**config.mk**
```make
export PLATFORM = sky130hd
export DESIGN_NAME = spi_bitrate_gen
export DESIGN_NICKNAME = d
export VERILOG_FILES = /design/src/rtl/spi_brg_pkg.sv /design/src/rtl/brg_cfg_reg.sv /design/src/rtl/brg_div_stage.sv /design/src/rtl/brg_sclk_out.sv /design/src/rtl/spi_bitrate_gen.sv
export SDC_FILE = /design/constraint.sdc
export NUM_CORES = 1
export LEC_CHECK = 0
export BUFFER_PORTS_ARGS = -buffer_cell sky130_fd_sc_hd__buf_2
export CORE_MARGIN = 3
export CORE_UTILIZATION = 40
export CTS_CLUSTER_SIZE = 40
export DETAILED_ROUTE_END_ITERATION = 10
export GPL_TIMING_DRIVEN = 0
export HOLD_SLACK_MARGIN = 0.02
export SLEW_MARGIN = 30
export SYNTH_ARGS = -nofsm -noshare
export SYNTH_HDL_FRONTEND = slang
export SYNTH_SLANG_ARGS = --single-unit
```
**constraint.sdc**
```tcl
create_clock -name clk -period 6.4 [get_ports clk]
set_input_delay 1.28 -clock clk [delete_from_list [all_inputs] [get_ports clk]]
set_output_delay 1.28 -clock clk [all_outputs]
set_load 0.05 [all_outputs]
```
**src/rtl/spi_brg_pkg.sv**
```systemverilog
package spi_brg_pkg;
  localparam int BRG_PRESC_W = 8;
  localparam int BRG_RATE_W  = 8;

  // Half of the first-stage divisor after dropping bit 0 and clamping to 1.
  function automatic logic [BRG_PRESC_W-2:0] half_of_presc(
    input logic [BRG_PRESC_W-1:0] p
  );
    logic [BRG_PRESC_W-2:0] h;
    h = p[BRG_PRESC_W-1:1];
    if (h == '0) h = {{(BRG_PRESC_W-2){1'b0}}, 1'b1};
    return h;
  endfunction

  // The prescale is outside the legal set when it is odd or below 2.
  function automatic logic presc_is_bad(input logic [BRG_PRESC_W-1:0] p);
    return p[0] | (p[BRG_PRESC_W-1:1] == '0);
  endfunction
endpackage

```
**src/rtl/brg_cfg_reg.sv**
```systemverilog
module brg_cfg_reg
  import spi_brg_pkg::*;
#(
  parameter int PW = BRG_PRESC_W,
  parameter int RW = BRG_RATE_W
) (
  input  logic          clk,
  input  logic          rst_n,
  input  logic          wr,
  input  logic [PW-1:0] presc_in,
  input  logic [RW-1:0] rate_in,
  output logic [PW-2:0] half_q,
  output logic [RW-1:0] rate_q,
  output logic          bad_q
);
  localparam logic [PW-2:0] HALF_MIN = {{(PW-2){1'b0}}, 1'b1};

  logic [PW-2:0] half_d;
  logic          bad_d;

  always_comb begin
    half_d = presc_in[PW-1:1];
    if (half_d == '0) half_d = HALF_MIN;
    bad_d = presc_in[0] | (presc_in[PW-1:1] == '0);
  end

  always_ff @(posedge clk) begin
    if (!rst_n) begin
      half_q <= HALF_MIN;
      rate_q <= '0;
      bad_q  <= 1'b0;
    end else if (wr) begin
      half_q <= half_d;
      rate_q <= rate_in;
      bad_q  <= bad_d;
    end
  end


  half_nonzero_chk: assert property (@(posedge clk) disable iff (!rst_n)
    half_q != '0);


  bad_flag_follows_write_chk: assert property (@(posedge clk) disable iff (!rst_n)
    wr |=> bad_q == ($past(presc_in[0]) || ($past(presc_in) < 2)));


  cfg_hold_chk: assert property (@(posedge clk) disable iff (!rst_n)
    !wr |=> $stable(half_q) && $stable(rate_q) && $stable(bad_q));
endmodule

```
**src/rtl/brg_div_stage.sv**
```systemverilog
module brg_div_stage #(
  parameter int W = 8
) (
  input  logic         clk,
  input  logic         rst_n,
  input  logic         clr,
  input  logic         step,
  input  logic [W-1:0] limit,
  output logic         wrap
);
  logic [W-1:0] cnt;

  assign wrap = step && (cnt == limit);

  always_ff @(posedge clk) begin
    if (!rst_n || clr) begin
      cnt <= '0;
    end else if (step) begin
      cnt <= wrap ? '0 : cnt + 1'b1;
    end
  end


  cnt_in_range_chk: assert property (@(posedge clk) disable iff (!rst_n)
    cnt <= limit);


  cnt_cleared_chk: assert property (@(posedge clk) disable iff (!rst_n)
    clr |=> cnt == '0);
endmodule

```
**src/rtl/brg_sclk_out.sv**
```systemverilog
module brg_sclk_out (
  input  logic clk,
  input  logic rst_n,
  input  logic clr,
  input  logic tick_in,
  output logic half_tick,
  output logic sclk
);
  always_ff @(posedge clk) begin
    if (!rst_n || clr) begin
      half_tick <= 1'b0;
      sclk      <= 1'b0;
    end else begin
      half_tick <= tick_in;
      sclk      <= sclk ^ tick_in;
    end
  end


  sclk_moves_on_tick_chk: assert property (@(posedge clk) disable iff (!rst_n)
    !$past(clr) && !clr |=> (sclk != $past(sclk)) == half_tick);
endmodule

```
**src/rtl/spi_bitrate_gen.sv**
```systemverilog
module spi_bitrate_gen
  import spi_brg_pkg::*;
#(
  parameter int PW = BRG_PRESC_W,
  parameter int RW = BRG_RATE_W
) (
  input  logic          clk,
  input  logic          rst_n,
  input  logic          en,
  input  logic          cfg_wr,
  input  logic [PW-1:0] cfg_prescale,
  input  logic [RW-1:0] cfg_rate,
  output logic          half_tick,
  output logic          sclk,
  output logic          prescale_bad
);
  localparam int HW = PW - 1;

  logic [HW-1:0] half_q;
  logic [RW-1:0] rate_q;
  logic          hold;
  logic          pre_wrap;
  logic          post_wrap;

  // Counters run only when enabled and not being reloaded.
  assign hold = !en || cfg_wr;

  brg_cfg_reg #(.PW(PW), .RW(RW)) cfg_i (
    .clk      (clk),
    .rst_n    (rst_n),
    .wr       (cfg_wr),
    .presc_in (cfg_prescale),
    .rate_in  (cfg_rate),
    .half_q   (half_q),
    .rate_q   (rate_q),
    .bad_q    (prescale_bad)
  );

  brg_div_stage #(.W(HW)) pre_i (
    .clk   (clk),
    .rst_n (rst_n),
    .clr   (hold),
    .step  (1'b1),
    .limit (half_q - HW'(1)),
    .wrap  (pre_wrap)
  );

  brg_div_stage #(.W(RW)) post_i (
    .clk   (clk),
    .rst_n (rst_n),
    .clr   (hold),
    .step  (pre_wrap),
    .limit (rate_q),
    .wrap  (post_wrap)
  );

  brg_sclk_out out_i (
    .clk       (clk),
    .rst_n     (rst_n),
    .clr       (hold),
    .tick_in   (post_wrap),
    .half_tick (half_tick),
    .sclk      (sclk)
  );


  idle_no_tick_chk: assert property (@(posedge clk) disable iff (!rst_n)
    !en |=> !half_tick && !sclk);


  write_restart_chk: assert property (@(posedge clk) disable iff (!rst_n)
    cfg_wr |=> !half_tick && !sclk);


  reset_state_chk: assert property (@(posedge clk)
    !rst_n |=> !half_tick && !sclk && !prescale_bad);
endmodule

```
==> results of run 1 <==
==> through the flow <==
step	util, %	cell area [µm²]
5_1_grt	48.84	1996
3_5_place_dp	46.72	1909
6_report	48.84	1996
3_3_place_gp	46.72	1909
2_1_floorplan	-	1742
4_1_cts	48.84	1996
==> cells by family after synthesis <==
logic type	Yosys count	synth area share (%)
AND/OR/NAND/NOR	74	23.92
flip-flops	33	37.93
AO/OA/AOI/OAI	29	14.15
XOR/XNOR	21	11.78
multiplexers	14	8.046
buffers and inverters	9	2.011
adder cells (fa/ha/maj)	3	2.155
==> layout make-up <==
class,count,area (µm²)
Sequential cell,33,660.6
Inverter,3,11.26
Clock inverter,3,17.52
Clock buffer,5,68.82
Fill cell,396,2091
Tap cell,50,62.56
Multi-Input combinational cell,141,1046
Buffer,6,23.77
Timing Repair Buffer,21,105.1
==> layer usage <==
layer	share of wire, %	vias up	routed length, µm	global-route usage (%)
li1	-	713	-	-
met1	47	653	1642	18.95
met2	46	33	1605	23.27
met3	5.6	5	195	4.848
met4	1.1	0	37	3.758
met5	0	-	0	0
==> power groups by stage <==
stage                     clock network [mW]  logic [mW]  registers [mW]
after floorplan                            0      0.0451           0.224
after global placement                     0      0.0606           0.224
after detailed placement                   0      0.0629           0.224
after CTS                              0.157      0.0630           0.219
after global routing                   0.166      0.0688           0.220
final                                  0.152      0.0626           0.219
==> registers in the layout (all words and copies together) (netlist names) <==
signal and cells:
cfg_i.bad_q 1, cfg_i.rate_q 8, pre_i.cnt 7, out_i.half_tick 1
post_i.cnt 8, cfg_i.half_q 7, out_i.sclk 1
==> worst max-delay path, delay by kind of cell, from the launching register on <==
kind	cells	cell delay, ns
and+or+nand+nor	3	0.86
adders and majority gates	1	0.29
DFF	1	0.45
AOI/OAI and AO/OA	2	0.85
xor gates and xnor gates	1	0.16
buffers and inverters	1	0.07
==> cells in the mapped netlist, types with 2 or more instances <==
master | instances | area, µm²
nor3b_1 | 2 | 15.01
nor2_1 | 15 | 56.30
a21oi_1 | 3 | 15.01
mux2i_1 | 14 | 140.1
dfxtp_1 | 33 | 660.6
and3_1 | 7 | 43.79
nor3_1 | 3 | 15.01
or4_1 | 2 | 15.01
nor2b_1 | 14 | 87.58
clkbuf_1 | 4 | 15.01
xor2_1 | 3 | 26.28
inv_1 | 3 | 11.26
nand4_1 | 6 | 37.54
o21ai_1 | 3 | 15.01
nand2_1 | 12 | 45.04
o211ai_1 | 2 | 15.01
xnor2_1 | 16 | 140.1
o21bai_1 | 4 | 30.03
ha_1 | 3 | 37.54
a32o_1 | 3 | 30.03
nand3_1 | 4 | 20.02
nand4bb_1 | 2 | 22.52
==> final timing paths <==
path / startpoint / endpoint / slack [ns] / cells after the start
worst max-delay path: cfg_i.half_q[0]$_SDFFE_PN1P_ / out_i.sclk$_SDFF_PP0_ / 3.66 / 8
worst min-delay path: out_i.sclk$_SDFF_PP0_ / out_i.sclk$_SDFF_PP0_ / 0.49 / 2
worst max register to register: cfg_i.half_q[0]$_SDFFE_PN1P_ / out_i.sclk$_SDFF_PP0_ / 3.66 / 8
worst min register to register: out_i.sclk$_SDFF_PP0_ / out_i.sclk$_SDFF_PP0_ / 0.49 / 2
==> placed cells by master, fill, tap and decap left out, types with 3 or more instances in the layout <==
cell and n:
a21oi_1 3, a32o_1 3, and3_1 7, buf_2 22, clkbuf_1 4, clkbuf_8 5, dfxtp_1 33, ha_1 3
inv_1 3, mux2i_1 14, nand2_1 12, nand3_1 4, nand4_1 6, nor2_1 15, nor2b_1 14, nor3_1 3
o21ai_1 3, o21bai_1 4, xnor2_1 16, xor2_1 3
==> summary.md, run 1 <==
| Metric | Value |
|---|---|
| Worst min path class | reg -> reg |
| Post-Syn Area | 1742 µm² |
| Drt total wl | between 3000 and 4000 µm |
| Core area | 4086 µm² |
| Reg clk slew, reported paths | about 0.070 ns |
| Total design power | 0.4337 mW |
| Vias | around 1400 |
| Number of vias per cell | 5.359 |
| Highest clock rate | about 360 MHz |
| Gp weighted congestion | between 0.7 and 0.8 |
| Initial Util | about 43% |
| Internal power | 0.3152 mW |
| DP HPWL | 2714 µm |
| Max cap viols | 0 |
| Num CTS Buffers | 5 |
| Critical Path RT | 6.63 ns |
| Critical-path maximum fanout | 8 |
| EDFF count, synth | 0 |
| Drt wl/cell | approximately 13 µm |
| Post-route ant nets | 0 |
| Number of instances in the placed design | 254 |
| Power per Cell Area | 217.3 nW/µm² |
| Total Nets Final | 234 |
| Layout cells sized above 1 | roughly a fifth |
| TritonCTS Sinks | 33 |
| Final setup violation count | 0 |
| Clock power frac | between 30% and 40% |
| Final worst slack | 3.655 ns |
| Final cycle utilization of the critical path | 42.88% |
| Post-synth ARST share | 0% |
| Leak | 0.7931 nW |
| Hold Buf Count CTS | 0 |
| Global-route wire length before repair | 6072 µm |
| Skew-Pair Late Insertion Delay | 0.28 ns |
| Post-synth top flop | dfxtp_1 |
| Final hold vios | 0 |
| Area grow syn2layout | 14.58% |
| Crit end category | register |
| Worst Max-Slew Pin Slew | 0.7199 ns |
| DRT iter0 DRCs | 57 |
| Worst path cell trace | inv_1, ha_1, xnor2_1, o2bb2ai_1, a2111oi_2, nand2_1, or4_1, nand2_1 |
| # IOs | 23 |
| Count of cell types in the netlist | between 40 and 50 |
| Most Frequent Cell on Critical Path | nand2_1 |
| Syn_area_per_cell | ~9.5 µm² |
| Syn_nets | 206 |
| Hold_ws | 0.4939 ns |
| RSZ-0062 raised after global routing | false |
| ANT cells | 0 |
| Max incr delay on CP | around 0.71 ns |
| Initial antenna violation count | 0 |
| Net Sw Frac | 27.32% |
| Mapped Cells | 183 |
| Slew Limit Fails | 0 |
| Clk_skew | 0.006168 ns |
| 1st-pass router iterations | 4 |
| Critical Path Start Type | register |
| Final TNS setup | 0 ns |
| Postcts setup bufs | 0 |
| # DRC | 0 |
| Grt total ovfl | 0 |
| Tmin final | about 2.7 ns |
| Worst Path Class, Setup | reg -> reg |
| NetSw | ~0.12 mW |
| Vias in the first global route | 1366 |
| Die area | 5182 µm² |
| IO buf count | 21 |
| H-tree depth | 2 |
| Dpl ws | 3.516 ns |
| Reg power frac | 50.5% |
| Largest net degree at the start of global routing | 12 |
| Outcome | completed |
| Relative slew slack | between 50% and 60% |
| Slowest cell on crit path | a2111oi_2 |
| Synthesis-stage register bit count | 33 |
| Combinational share of power | roughly 14% |
| Die Wd | 71.99 µm |
| # resized after CTS | 0 |
| Non-Filler Instances | approximately 260 |
| Clock buffer depth | 2 |
| Register area share after synthesis | 37.93% |
| TritonCTS clock tree | done |
| CP arrival | 2.98 ns |
| Global-route usage over all layers | between 10 and 15% |
| IR Drop Worst-Case VDD | between 80 and 90 µV |
| Root Buffer | clkbuf_8 |
| Die Ht | 71.99 µm |
| Yosys Warn Count | 0 |
| Num rows | 23 |
(Power assumes the default switching activity.)
==> run 2: changes to the inputs <==
==> constraint.sdc (replaced) <==
create_clock -name clk -period 2.7 [get_ports clk]
set_input_delay 0.54 -clock clk [delete_from_list [all_inputs] [get_ports clk]]
set_output_delay 0.54 -clock clk [all_outputs]
set_load 0.05 [all_outputs]
==> run 2 against run 1 <==
  * Worst hold slack barely moved
  * Final cell count did not move
  * Sequential share of layout area fell by 0.25 points
  * Flip-flop and latch count did not move
  * Largest power group unchanged
==> summary.md, run 2 (synthesis results as in run 1) <==
| Metric | Value |
|---|---|
| Outcome | completed |
| Vias in the first global route | 1363 (-0.22%) |
| Drt total wl | 3524 µm (+1.3%) |
| Worst setup path end | post_i.cnt[2]$_SDFFE_PP0N_ |
| Num rows | 23 (unchanged) |
| Reg2reg start | cfg_i.half_q[0]$_SDFFE_PN1P_ |
| Root Buffer | clkbuf_8 |
| Final hold vios | 0 (unchanged) |
| RSZ-0062 raised after global routing | false |
| CP arrival | 2.72 ns (-0.26 ns) |
| Largest regs | cfg_i.rate_q: 8 flops, post_i.cnt: 8 flops |
| Die Wd | 71.99 µm (unchanged) |
| Flop2flop setup slack | 0.15 ns (-3.50 ns) |
| Reg clk slew, reported paths | 0.07 ns (about the same) |
| Final cycle utilization of the critical path | 94.35% (+51 points) |
| Critical Path Start Type | register |
| Worst min path class | reg -> reg |
| Met1 WL | 1701 µm (+3.6%) |
| Die Ht | 71.99 µm (unchanged) |
| Initial antenna violation count | 0 (unchanged) |
| Max incr delay on CP | 0.56 ns (-0.15 ns) |
| Largest net degree at the start of global routing | 12 (unchanged) |
| Post-route ant nets | 0 (unchanged) |
| Max cap viols | 0 (unchanged) |
| Critical Path Start | cfg_i.half_q[0]$_SDFFE_PN1P_ |
| Dpl ws | -0.03171 ns (-3.548 ns) |
| Worst path cell trace | inv_1, ha_1, xnor2_1, o2bb2ai_1, a2111oi_4, o21ai_2, o21bai_1, a32o_1 |
| WP buf/inv | 1 (unchanged) |
| Crit end category | register |
| Layout cells sized above 1 | 19.34% (+0.47 points) |
| Non-Filler Instances | 262 (unchanged) |
| Drt wl/cell | 13.45 µm (+1.3%) |
| Core area | 4086 µm² (unchanged) |
| Worst Path Class, Setup | reg -> reg |
| Vias | 1411 (+0.50%) |
| Number of instances in the placed design | 254 (unchanged) |
| Num CTS Buffers | 5 (unchanged) |
| Grt total ovfl | 0 (unchanged) |
| DP HPWL | 2714 µm (unchanged) |
| Final setup violation count | 0 (unchanged) |
| Global-route wire length before repair | 6072 µm (unchanged) |
| Postcts setup bufs | 0 (unchanged) |
| Initial Util | 42.62% (unchanged) |
| Critical-path maximum fanout | 10 (+2) |
| Clock buffer depth | 2 (unchanged) |
| RR Endpoint | post_i.cnt[2]$_SDFFE_PP0N_ |
| Highest clock rate | 392.6 MHz (+7.7%) |
| WL met3 | 169 µm (-13%) |
| Hold Buf Count CTS | 0 (unchanged) |
| TritonCTS Sinks | 33 (unchanged) |
| IO buf count | 21 (unchanged) |
| Number of vias per cell | 5.385 (+0.50%) |
| Commonest cells after routing, fill and taps aside | dfxtp_1 (33), buf_2 (22), xnor2_1 (16) |
| H-tree depth | 2 (unchanged) |
| Skew-Pair Late Insertion Delay | 0.28 ns (about the same) |
| Final worst slack | 0.1527 ns (-3.503 ns) |
| Leak | 0.7952 nW (+0.27%) |
| Die area | 5182 µm² (unchanged) |
| Worst Max-Slew Pin Slew | 0.6149 ns (-0.1050 ns) |
| Slew Limit Fails | 0 (unchanged) |
| Total Nets Final | 234 (unchanged) |
| IR Drop Worst-Case VDD | 206.8 µV (+140%) |
| Global-route usage over all layers | 14.57% (unchanged) |
| ANT cells | 0 (unchanged) |
| # IOs | 23 (unchanged) |
| R2r worst-path depth | 8 (unchanged) |
| TritonCTS clock tree | done |
| Uppermost layer routed | met4 |
| DRT iter0 DRCs | 82 (+44%) |
| 1st-pass router iterations | 4 (unchanged) |
| Met2 routed WL | 1616 µm (+0.69%) |
| Slowest cell on crit path | a2111oi_4 |
| # fillers | 396 (unchanged) |
| Tmin final | 2.547 ns (-0.1972 ns) |
| Relative slew slack | 59.00% (+7.1 points) |
| Crit path max-delay family | compound AO/OA/AOI/OAI gates |
| Power per Cell Area | 514.3 nW/µm² (+140%) |
| Clk_skew | 0.006184 ns (+0.00001690 ns) |
| WP depth | 8 (unchanged) |
| Area grow syn2layout | 15.45% |
| Critical Path RT | 2.87 ns (-3.76 ns) |
| # DRC | 0 (unchanged) |
| Most common cell after layout, fill and taps aside | dfxtp_1 |
| Register area | 660.6 µm² (unchanged) |
| Hold_ws | 0.4940 ns (+0.00005800 ns) |
| Multi-input logic area | 1061 µm² (+1.4%) |
| Gp weighted congestion | 0.7555 (unchanged) |
==> run 2: how the worst min path moves through the flow <==
| stage | slack, ns | startpoint | end | cells after the start |
|---|---|---|---|---|
| final | 0.49 | out_i.sclk$_SDFF_PP0_ | out_i.sclk$_SDFF_PP0_ | 2 |
| after global routing | 0.50 | cfg_prescale[1] | cfg_i.half_q[0]$_SDFFE_PN1P_ | 3 |
| after CTS | 0.49 | cfg_prescale[1] | cfg_i.half_q[0]$_SDFFE_PN1P_ | 3 |
| after detailed placement | 0.48 | post_i.cnt[7]$_SDFFE_PP0N_ | post_i.cnt[7]$_SDFFE_PP0N_ | 2 |
| after global placement | 0.46 | pre_i.cnt[0]$_SDFF_PP0_ | pre_i.cnt[0]$_SDFF_PP0_ | 1 |
| after floorplan | 0.44 | pre_i.cnt[0]$_SDFF_PP0_ | pre_i.cnt[0]$_SDFF_PP0_ | 1 |
==> run 2: stage by stage <==
stage,setup TNS [ns],area (µm²),power (mW),utilization (%)
6_report,0,2011,1.034,49.20
5_1_grt,0,2011,1.085,49.20
4_1_cts,0,2008,1.046,49.14
3_5_place_dp,-0.05330,1909,0.6794,46.72
3_3_place_gp,0,1909,0.6736,46.72
2_1_floorplan,0,1742,0.6376,-
==> run 2: timing repair <==
item	CTS	global route
endpoints found under the setup margin	4	1
cloned	0	0
gates resized for setup	1	1
==> run 2: tightest hold or removal path, cell delays in order, from the launching register on <==
cell,delay (ns)
dfxtp_1,0.32
o211ai_1,0.09
nand2_1,0.05
==> run 2: area by class of cell <==
type                       count  share of cell area, %
clock buffer                   5                  3.423
buffer                         6                  1.182
timing repair buffer          21                  5.227
multi-input combinational    141                  52.77
inverter                       3                 0.5600
sequential                    33                  32.86
tap                           50                  3.111
clock inverter                 3                 0.8712
==> run 2: power breakdown <==
group          total, mW  switching [mW]  internal (mW)
registers          0.520          0.0167          0.503
logic              0.155          0.0849         0.0696
clock network      0.360           0.182          0.178
==> run 2: metal layers <==
| metal | GRT usage, % | vias to the layer above |
|---|---|---|
| li1 | - | 713 |
| met1 | 18.95 | 664 |
| met2 | 23.27 | 29 |
| met3 | 4.848 | 5 |
| met4 | 3.758 | 0 |
| met5 | 0 | - |
